===== src/rtl/coh_pkg.sv =====
package coh_pkg;
  typedef enum logic [1:0] {
    LN_INV    = 2'd0,
    LN_VAL    = 2'd1,
    LN_SDIRTY = 2'd2,
    LN_DIRTY  = 2'd3
  } line_st_t;

  typedef enum logic [1:0] {
    BC_RDMISS = 2'd0,
    BC_WRMISS = 2'd1,
    BC_INVAL  = 2'd2,
    BC_NONE   = 2'd3
  } bus_cmd_t;

  typedef enum logic [1:0] {
    OP_READ  = 2'd0,
    OP_WRITE = 2'd1,
    OP_EVICT = 2'd2,
    OP_NOP   = 2'd3
  } cpu_op_t;

  function automatic logic is_owned(line_st_t s);
    return (s == LN_DIRTY) || (s == LN_SDIRTY);
  endfunction
endpackage


===== src/rtl/coh_snoop.sv =====
module coh_snoop
  import coh_pkg::*;
(
  input  logic     snp_valid,
  input  bus_cmd_t snp_cmd,
  input  line_st_t cur,
  output line_st_t nxt,
  output logic     supply
);
  always_comb begin
    nxt    = cur;
    supply = 1'b0;
    if (snp_valid) begin
      unique case (snp_cmd)
        BC_RDMISS: begin
          supply = is_owned(cur);
          if (cur == LN_DIRTY) nxt = LN_SDIRTY;
        end
        BC_WRMISS: begin
          supply = is_owned(cur);
          nxt    = LN_INV;
        end
        BC_INVAL: nxt = LN_INV;
        default:  nxt = cur;
      endcase
    end
  end
endmodule


===== src/rtl/coh_req.sv =====
module coh_req
  import coh_pkg::*;
(
  input  logic     clk,
  input  logic     rst_n,
  input  logic     cpu_req_valid,
  input  cpu_op_t  cpu_req_op,
  output logic     cpu_req_ready,
  output logic     cpu_done,
  input  logic     snp_valid,
  input  line_st_t cur,
  output logic     bus_req_valid,
  output bus_cmd_t bus_req_cmd,
  input  logic     bus_grant,
  output logic     wb_valid,
  input  logic     wb_ready,
  output logic     fin,
  output line_st_t nxt
);
  logic    busy_q;
  cpu_op_t op_q;

  assign cpu_req_ready = !busy_q;

  always_comb begin
    bus_req_valid = 1'b0;
    bus_req_cmd   = BC_NONE;
    wb_valid      = 1'b0;
    fin           = 1'b0;
    nxt           = cur;
    if (busy_q && !snp_valid) begin
      unique case (op_q)
        OP_READ: begin
          if (cur == LN_INV) begin
            bus_req_valid = 1'b1;
            bus_req_cmd   = BC_RDMISS;
            if (bus_grant) begin
              fin = 1'b1;
              nxt = LN_VAL;
            end
          end else begin
            fin = 1'b1;
          end
        end
        OP_WRITE: begin
          if (cur == LN_DIRTY) begin
            fin = 1'b1;
          end else begin
            bus_req_valid = 1'b1;
            bus_req_cmd   = (cur == LN_INV) ? BC_WRMISS : BC_INVAL;
            if (bus_grant) begin
              fin = 1'b1;
              nxt = LN_DIRTY;
            end
          end
        end
        OP_EVICT: begin
          if (is_owned(cur)) begin
            wb_valid = 1'b1;
            if (wb_ready) begin
              fin = 1'b1;
              nxt = LN_INV;
            end
          end else begin
            fin = 1'b1;
            nxt = LN_INV;
          end
        end
        default: fin = 1'b1;
      endcase
    end
  end

  always_ff @(posedge clk) begin
    if (!rst_n) begin
      busy_q   <= 1'b0;
      op_q     <= OP_READ;
      cpu_done <= 1'b0;
    end else begin
      cpu_done <= fin;
      if (!busy_q && cpu_req_valid) begin
        busy_q <= 1'b1;
        op_q   <= cpu_req_op;
      end else if (fin) begin
        busy_q <= 1'b0;
      end
    end
  end

  AST_SNOOP_FIRST: assert property (@(posedge clk) disable iff (!rst_n)
    snp_valid |-> (!bus_req_valid && !wb_valid));
  AST_ONE_DONE: assert property (@(posedge clk) disable iff (!rst_n)
    cpu_done |=> !cpu_done);
  AST_BUSY_BLOCKS: assert property (@(posedge clk) disable iff (!rst_n)
    (cpu_req_valid && cpu_req_ready) |=> !cpu_req_ready);
endmodule


===== src/rtl/coh_line_ctrl.sv =====
module coh_line_ctrl
  import coh_pkg::*;
(
  input  logic       clk,
  input  logic       rst_n,
  input  logic       cpu_req_valid,
  input  logic [1:0] cpu_req_op,
  output logic       cpu_req_ready,
  output logic       cpu_done,
  input  logic       snp_valid,
  input  logic [1:0] snp_cmd,
  output logic       snp_supply,
  output logic       bus_req_valid,
  output logic [1:0] bus_req_cmd,
  input  logic       bus_grant,
  output logic       wb_valid,
  input  logic       wb_ready,
  output logic [1:0] line_state
);
  line_st_t st_q, snp_nxt, req_nxt;
  bus_cmd_t req_cmd;
  logic     req_fin;

  coh_snoop u_snoop (
    .snp_valid (snp_valid),
    .snp_cmd   (bus_cmd_t'(snp_cmd)),
    .cur       (st_q),
    .nxt       (snp_nxt),
    .supply    (snp_supply)
  );

  coh_req u_req (
    .clk           (clk),
    .rst_n         (rst_n),
    .cpu_req_valid (cpu_req_valid),
    .cpu_req_op    (cpu_op_t'(cpu_req_op)),
    .cpu_req_ready (cpu_req_ready),
    .cpu_done      (cpu_done),
    .snp_valid     (snp_valid),
    .cur           (st_q),
    .bus_req_valid (bus_req_valid),
    .bus_req_cmd   (req_cmd),
    .bus_grant     (bus_grant),
    .wb_valid      (wb_valid),
    .wb_ready      (wb_ready),
    .fin           (req_fin),
    .nxt           (req_nxt)
  );

  assign bus_req_cmd = req_cmd;
  assign line_state  = st_q;

  always_ff @(posedge clk) begin
    if (!rst_n)         st_q <= LN_INV;
    else if (snp_valid) st_q <= snp_nxt;
    else if (req_fin)   st_q <= req_nxt;
  end

  AST_RDMISS_FILL: assert property (@(posedge clk) disable iff (!rst_n)
    (bus_req_valid && bus_grant && bus_req_cmd == BC_RDMISS)
      |=> (line_state == LN_VAL && cpu_done));
  AST_UPGRADE_DIRTY: assert property (@(posedge clk) disable iff (!rst_n)
    (bus_req_valid && bus_grant && bus_req_cmd == BC_INVAL)
      |=> (line_state == LN_DIRTY));
  AST_WRMISS_DIRTY: assert property (@(posedge clk) disable iff (!rst_n)
    (bus_req_valid && bus_grant && bus_req_cmd == BC_WRMISS)
      |=> (line_state == LN_DIRTY));
  AST_SNP_SHARE: assert property (@(posedge clk) disable iff (!rst_n)
    (snp_valid && snp_cmd == BC_RDMISS && line_state == LN_DIRTY)
      |=> (line_state == LN_SDIRTY));
  AST_SNP_KILL: assert property (@(posedge clk) disable iff (!rst_n)
    (snp_valid && snp_cmd == BC_WRMISS) |=> (line_state == LN_INV));
  AST_INVAL_QUIET: assert property (@(posedge clk) disable iff (!rst_n)
    (snp_valid && snp_cmd == BC_INVAL) |-> !snp_supply);
  AST_WB_RELEASE: assert property (@(posedge clk) disable iff (!rst_n)
    (wb_valid && wb_ready) |=> (line_state == LN_INV && cpu_done));
endmodule


===== config.mk =====
export PLATFORM = sky130hd
export DESIGN_NAME = coh_line_ctrl
export DESIGN_NICKNAME = d
export VERILOG_FILES = /design/src/rtl/coh_pkg.sv /design/src/rtl/coh_snoop.sv /design/src/rtl/coh_req.sv /design/src/rtl/coh_line_ctrl.sv
export SDC_FILE = /design/constraint.sdc
export NUM_CORES = 1
export LEC_CHECK = 0
export ABC_AREA = 0
export BUFFER_PORTS_ARGS = -buffer_cell sky130_fd_sc_hd__clkbuf_2
export CORE_AREA = 5 5 42 44
export CTS_CLUSTER_SIZE = 25
export DETAILED_ROUTE_END_ITERATION = 10
export DIE_AREA = 0 0 47 49
export GPL_TIMING_DRIVEN = 0
export PLACE_DENSITY = 0.66
export SETUP_SLACK_MARGIN = 0.3
export SLEW_MARGIN = 15
export SYNTH_ARGS = -nofsm -noshare
export SYNTH_HDL_FRONTEND = slang
export SYNTH_HIERARCHICAL = 1
export SYNTH_SLANG_ARGS = --single-unit

===== constraint.sdc =====
create_clock -name clk -period 2 [get_ports clk]
set_input_delay 0.5 -clock clk [delete_from_list [all_inputs] [get_ports clk]]
set_output_delay 0.5 -clock clk [all_outputs]
set_load 0.005 [all_outputs]

* After elaboration in Yosys (flattened, before gate mapping)
Index checks and enable logic that the tools add are counted.
** Word-level totals
- Bits in registers :: 6
- Bits of input ports :: 10
- Output and inout port bits :: 9
- Logic and storage cells :: 67
** Cells by class
- Equality and inequality tests :: 13
- Multiplexer cells :: 35
- Reductions and logical operators :: 15
** Operators with widths (count)
- two-way mux 2 bit :: 14
- two-way mux 1 bit :: 16
- AND reduction 10 bit :: 1
- inequality test 3 x 2 -> 1 bit (second input constant) :: 3
- inequality test 3 bit (second input constant) :: 3
- == test 2 bit (second input constant) :: 4
- case mux 2 bit (2 select lines) :: 2
- logical NOT 2 bit :: 3
- case mux 2 bit (3 select lines) :: 1
- nonzero test 2 bit :: 3
- == test 2 x 1 -> 1 bit (second input constant) :: 2
- inequality test 4 bit (second input constant) :: 1
- nonzero test 4 bit :: 1
- OR reduction 2 bit :: 2
- case mux 1 bit (3 select lines) :: 1
- logical AND 1 bit :: 2
- logical NOT 1 bit :: 2
- case mux 1 bit (2 select lines) :: 1
- logical OR 1 bit :: 1

* Longest topological paths before layout
- Depth in word-level cells :: 7
- Gate-level depth with buffers :: 8
- Depth with buffers taken out :: 8

* Cells and area by module
The synthesis kept the hierarchy.
** Modules (own cells, without submodules)
- coh_req :: instances 1, cells each 51, area each 382.9 um2, sequential area each 80.1 um2
- coh_line_ctrl :: instances 1, cells each 8, area each 95.1 um2, sequential area each 40.0 um2
- coh_snoop :: instances 1, cells each 8, area each 43.8 um2, sequential area each 0.0 um2

* Least setup slack after synthesis
OpenSTA, ideal clock, no wires.
- Kind :: reg-to-reg
- From :: register st_q[0] (netlist: line_state[0])
- To :: register st_q[0] (netlist: line_state[0])
- Setup time :: 116 ps
- Arrival :: 1642 ps
- Data required time :: 1884 ps
- Slack :: 242 ps
- Stages on the path, launching flop included :: 8
- Path buffers :: 0
- Period minus slack after synthesis :: 1758 ps
- Cells stage by stage :: dfxtp_1 > inv_1 > ha_1 > nor2_1 > nor2_1 > o22ai_2 > mux2_1 > o211a_1
** Between the ends
- Longest elaborated chain between the ends :: 7
- Elaborated cells on any way between the ends :: 20
- Those cells by class :: 6 x eq/ne; 10 x mux; 4 x reduce/logical
** Ends and longest elaborated chain
- from (decl) :: RTL line coh_line_ctrl.sv:20 : line_st_t st_q, snp_nxt, req_nxt;
- from (signal assigned) :: RTL line coh_line_ctrl.sv:55 : else if (snp_valid) st_q <= snp_nxt;
- from (signal assigned) :: RTL line coh_line_ctrl.sv:56 : else if (req_fin) st_q <= req_nxt;
- == test 2 bit (on tied branches) :: RTL line coh_pkg.sv:24, coh_req.sv:46
- logical OR 1 bit :: RTL line coh_pkg.sv:24 : return (s == LN_DIRTY) || (s == LN_SDIRTY);
- two-way mux 1 bit :: RTL line coh_req.sv:58 : if (is_owned(cur)) begin
- case mux 1 bit (3 select lines) * :: RTL line coh_req.sv:32 : unique case (op_q)
- two-way mux 1 bit * :: RTL line coh_req.sv:31 : if (busy_q && !snp_valid) begin
- via req_fin :: RTL line coh_line_ctrl.sv:22 : logic req_fin;
- nonzero test 2 bit (no line) *
- AND reduction 10 bit (no line) *
The timed path passes the listed nets; every way through them passes the cells marked *. The select of a mux whose other input is x is not followed.
A chain may end at the register's enable or synchronous reset.

* Final worst setup path
- From :: register st_q[0] (netlist: line_state[0])
- To :: register st_q[1] (netlist: line_state[1])
** Between the ends
- Longest elaborated chain between the ends :: 7
- Elaborated cells on any way between the ends :: 20
- Those cells by class :: 6 x eq/ne; 10 x mux; 4 x reduce/logical
** Ends and longest elaborated chain (RTL line)
- == test 2 bit :: coh_pkg.sv:24
- logical OR 1 bit * :: coh_pkg.sv:24
- two-way mux 2 bit * :: coh_req.sv:58
- case mux 2 bit (3 select lines) * :: coh_req.sv:32
- two-way mux 2 bit * :: coh_req.sv:31
- via req_nxt[1] :: coh_line_ctrl.sv:20
- two-way mux 2 bit * :: coh_line_ctrl.sv:56
- two-way mux 2 bit * :: coh_line_ctrl.sv:55
Marked as above.

==> out/qor.csv <==
stage,metric,value,unit
sta,worst_slack,279,ps
global_route,grt_first_pass_wirelength,2300,um
yosys,yosys.area.top_type,dfxtp_1,
yosys,synth_edf_count,0,
final_layout,drive_above_1_share,56.4,%
yosys,synth_cell_types,32,
yosys,synth_ff_type,dfxtp_1,
routing,drtAntennaViolNets,0,
setup_path,slowest_delay,360,ps
power_and_ir_drop,power,394,uW
setup_path,crit_slowest_cell,dfxtp_4,
final_layout,seq_area,130,um2
power_and_ir_drop,p_int,270,uW
routing,dr.pass1.iters,4,
yosys,synth.avg_cell_area,7.79,um2
clock_tree,clock_path_buffers,2,
job,drv_cap,0,
yosys,synth_nets,81,
global_route,grtUsageMet3,5.54,%
setup_path,cpLargestDelayFamily,compound AO/OA/AOI/OAI gates,
power_and_ir_drop,clockPowerShare,28.6,%
sta,fin_skew,1.42,ps
global_route,grt_util_met2,20.1,%
clock_tree,cts.sink_count,6,
clock_tree,clk_latency,240,ps
power_and_ir_drop,p_comb_share,36.0,%
place,gp_congestion,0.765,
clock_tree,ctsHoldBuffers,0,
setup_path,worstSetupStartpointType,register,
routing,num_vias,573,
place,post-place-ws,62.9,ps
yosys,seq_area_frac_synth,23.0,%
clock_tree,cts-root-buf,clkbuf_4,
die,initial_core_util,37.2,%
clock_tree,path_clk_slew,50,ps
die,die_h,49,um
routing,drtIter0Drc,7,
sta,setup-violations-final,0,
clock_tree,cts_made_buffers,3,
routing,vias_per_cell,5.21,
global_route,gr-total-overflow,0,
sta,max_freq,581,MHz
final_layout,antennaDiodeCount,0,
clock_tree,htree_levels,1,
die,die_x,47,um
setup_path,cp_data_arrival_time,1850,ps
final_layout,n_fill_cell,132,
place,dpl.hpwl,916,um
worst_hold_path,min_path_type,in2reg,
global_route,grt_use_met1,17.2,%
sta,min_period,1720,ps
power_and_ir_drop,seqPwrFrac,35.4,%
outcome,status,completed,
sta,tightest_slew,373,ps
setup_path,end_kind,register,
global_route,grt_pass1_vias,545,
sta,hold_viol_final,0,
die,design.portCount,19,
setup_path,cp_cell_sequence,"inv_2, ha_4, a211oi_1, a2111oi_1, o22ai_1, mux2_4, o211a_1",
global_route,antenna_found_initial,0,
die,rows,14,
yosys,synth_seq_cells,6,
setup_path,critical_path_class,reg2reg,
setup_path,cp.buffers_inverters,1,
sta,slew_headroom,75.1,%
routing,wl_per_cell,12.0,um
power_and_ir_drop,swShare,31.3,%
global_route,grt_max_degree,11,
yosys,ys_async_sr_fraction,0,%
global_route,grt_use_total,13.3,%
power_and_ir_drop,p_per_area,479,nW/um2
routing,drc,0,
clock_tree,cts_tree,built,
die,die_area,2300,um2
routing,drt-total-wl,1320,um
sta,fin_crit_sh,86.0,%
final_layout,nNetsFinal,110,
sta,fin_tns_setup,0,ps
setup_path,crit_path_max_fanout,5,
yosys,netlist_area,522,um2
yosys,yosysTopAreaCellShare,23.0,%
place,port_buffers,18,
yosys,syn_inst,67,
setup_path,required,2130,ps
final_layout,syn2layout_area_growth,57.6,%
yosys,yosys-top-cells-area,"dfxtp_1 23%, ha_1 9.6%, nand2b_1 7.2%",
power_and_ir_drop,ir_drop,0.000513,V
power_and_ir_drop,cellLeakagePower,0.000362,uW
power_and_ir_drop,switchingPower,123,uW
sta,rsz0062_at_grt,yes,
final_layout,multi_input_area,472,um2
global_route,busiest_layer,met2,
die,core_area,1400,um2
yosys,yosys_warnings,6,
sta,maxSlewViolCount,0,
-- cell usage in the layout, fill, tap and decap left out, drive strengths merged, types with 2 or more instances in the layout --
master   n
a21boi   2
o22ai    2
nand2b   6
nand2    7
buf      7
dfxtp    6
clkbuf  21
o211a    2
inv      6
a21oi    4
nor2b    3
ha       4
mux2     2
nor2     7
-- power by group through the flow --
| stage | combinational, uW | clock (uW) | sequential [uW] |
|---|---|---|---|
| after floorplan | 62.9 | 0 | 139 |
| after global placement | 95.7 | 0 | 140 |
| after detailed placement | 96.9 | 0 | 140 |
| after CTS | 125 | 116 | 139 |
| after global routing | 156 | 134 | 141 |
| final | 142 | 113 | 139 |
-- through the flow --
| stage | hold slack (ps) | cells | area, um2 | utilization [%] |
|---|---|---|---|---|
| 2_1_floorplan | 502 | 67 | 529 | - |
| 3_3_place_gp | 533 | 101 | 639 | 45.6 |
| 3_5_place_dp | 539 | 101 | 639 | 45.6 |
| 4_1_cts | 511 | 109 | 777 | 55.4 |
| 5_1_grt | 529 | 110 | 822 | 58.7 |
| 6_report | 516 | 110 | 822 | 58.7 |
-- sequential cells by signal, summed over array words and instances (netlist names) --
name / flops
u_req/cpu_done: 1
u_req/op_q: 2
u_req/busy_q: 1
line_state: 2
-- final timing paths --
kind | cells past startpoint | from | to | slack [ps]
worst min register to register | 2 | u_req/busy_q | u_req/busy_q | 570
worst min-delay path | 3 | cpu_req_op[0] | u_req/op_q[0] | 520
worst max-delay path | 7 | line_state[0] | line_state[1] | 280
worst max register to register | 7 | line_state[0] | line_state[1] | 280
-- synthesized netlist by cell type (2+ instances only) --
cell type  instances
a21oi_1            4
dfxtp_1            6
ha_1               4
inv_1              5
mux2_1             2
nand2_1            7
nand2b_1           6
nor2_1             7
nor2b_1            2
o211a_1            2
-- layer usage --
metal,vias up,routed length (um)
li1,289,-
met1,268,544
met2,16,700
met3,0,76
met4,0,0
met5,-,0
-- area by class of cell --
cell class                 count  share of cell area [%]
buffer                         1                    1.37
clock buffer                   3                    2.74
inverter                       6                    2.74
multi-input combinational     54                    57.4
sequential                     6                    15.8
tap                           16                    2.44
timing repair buffer          24                    17.5
-- worst min-delay path: cells and delay by family --
family	cells	cell delay [ps]
muxes	1	60
and+or+nand+nor	1	90
buffers and inverters	1	80
-- kinds of logic after synthesis --
logic type               Yosys count  synth area share, %
buffers and inverters              7                 5.76
multiplexers                       3                 6.23
adder cells (fa/ha/maj)            4                 9.59
flip-flops                         6                 23.0
AND/OR/NAND/NOR                   30                 30.9
XOR/XNOR                           1                 1.68
AO/OA/AOI/OAI                     16                 22.8
-- timing repair --
item                       CTS  global route
pin swaps                    6             3
gates resized for setup     20             7
setup endpoints to repair    5             5
hold endpoints to repair     0             0
buffers inserted             5             1
gates cloned                 0             0
(Power assumes the default switching activity.)
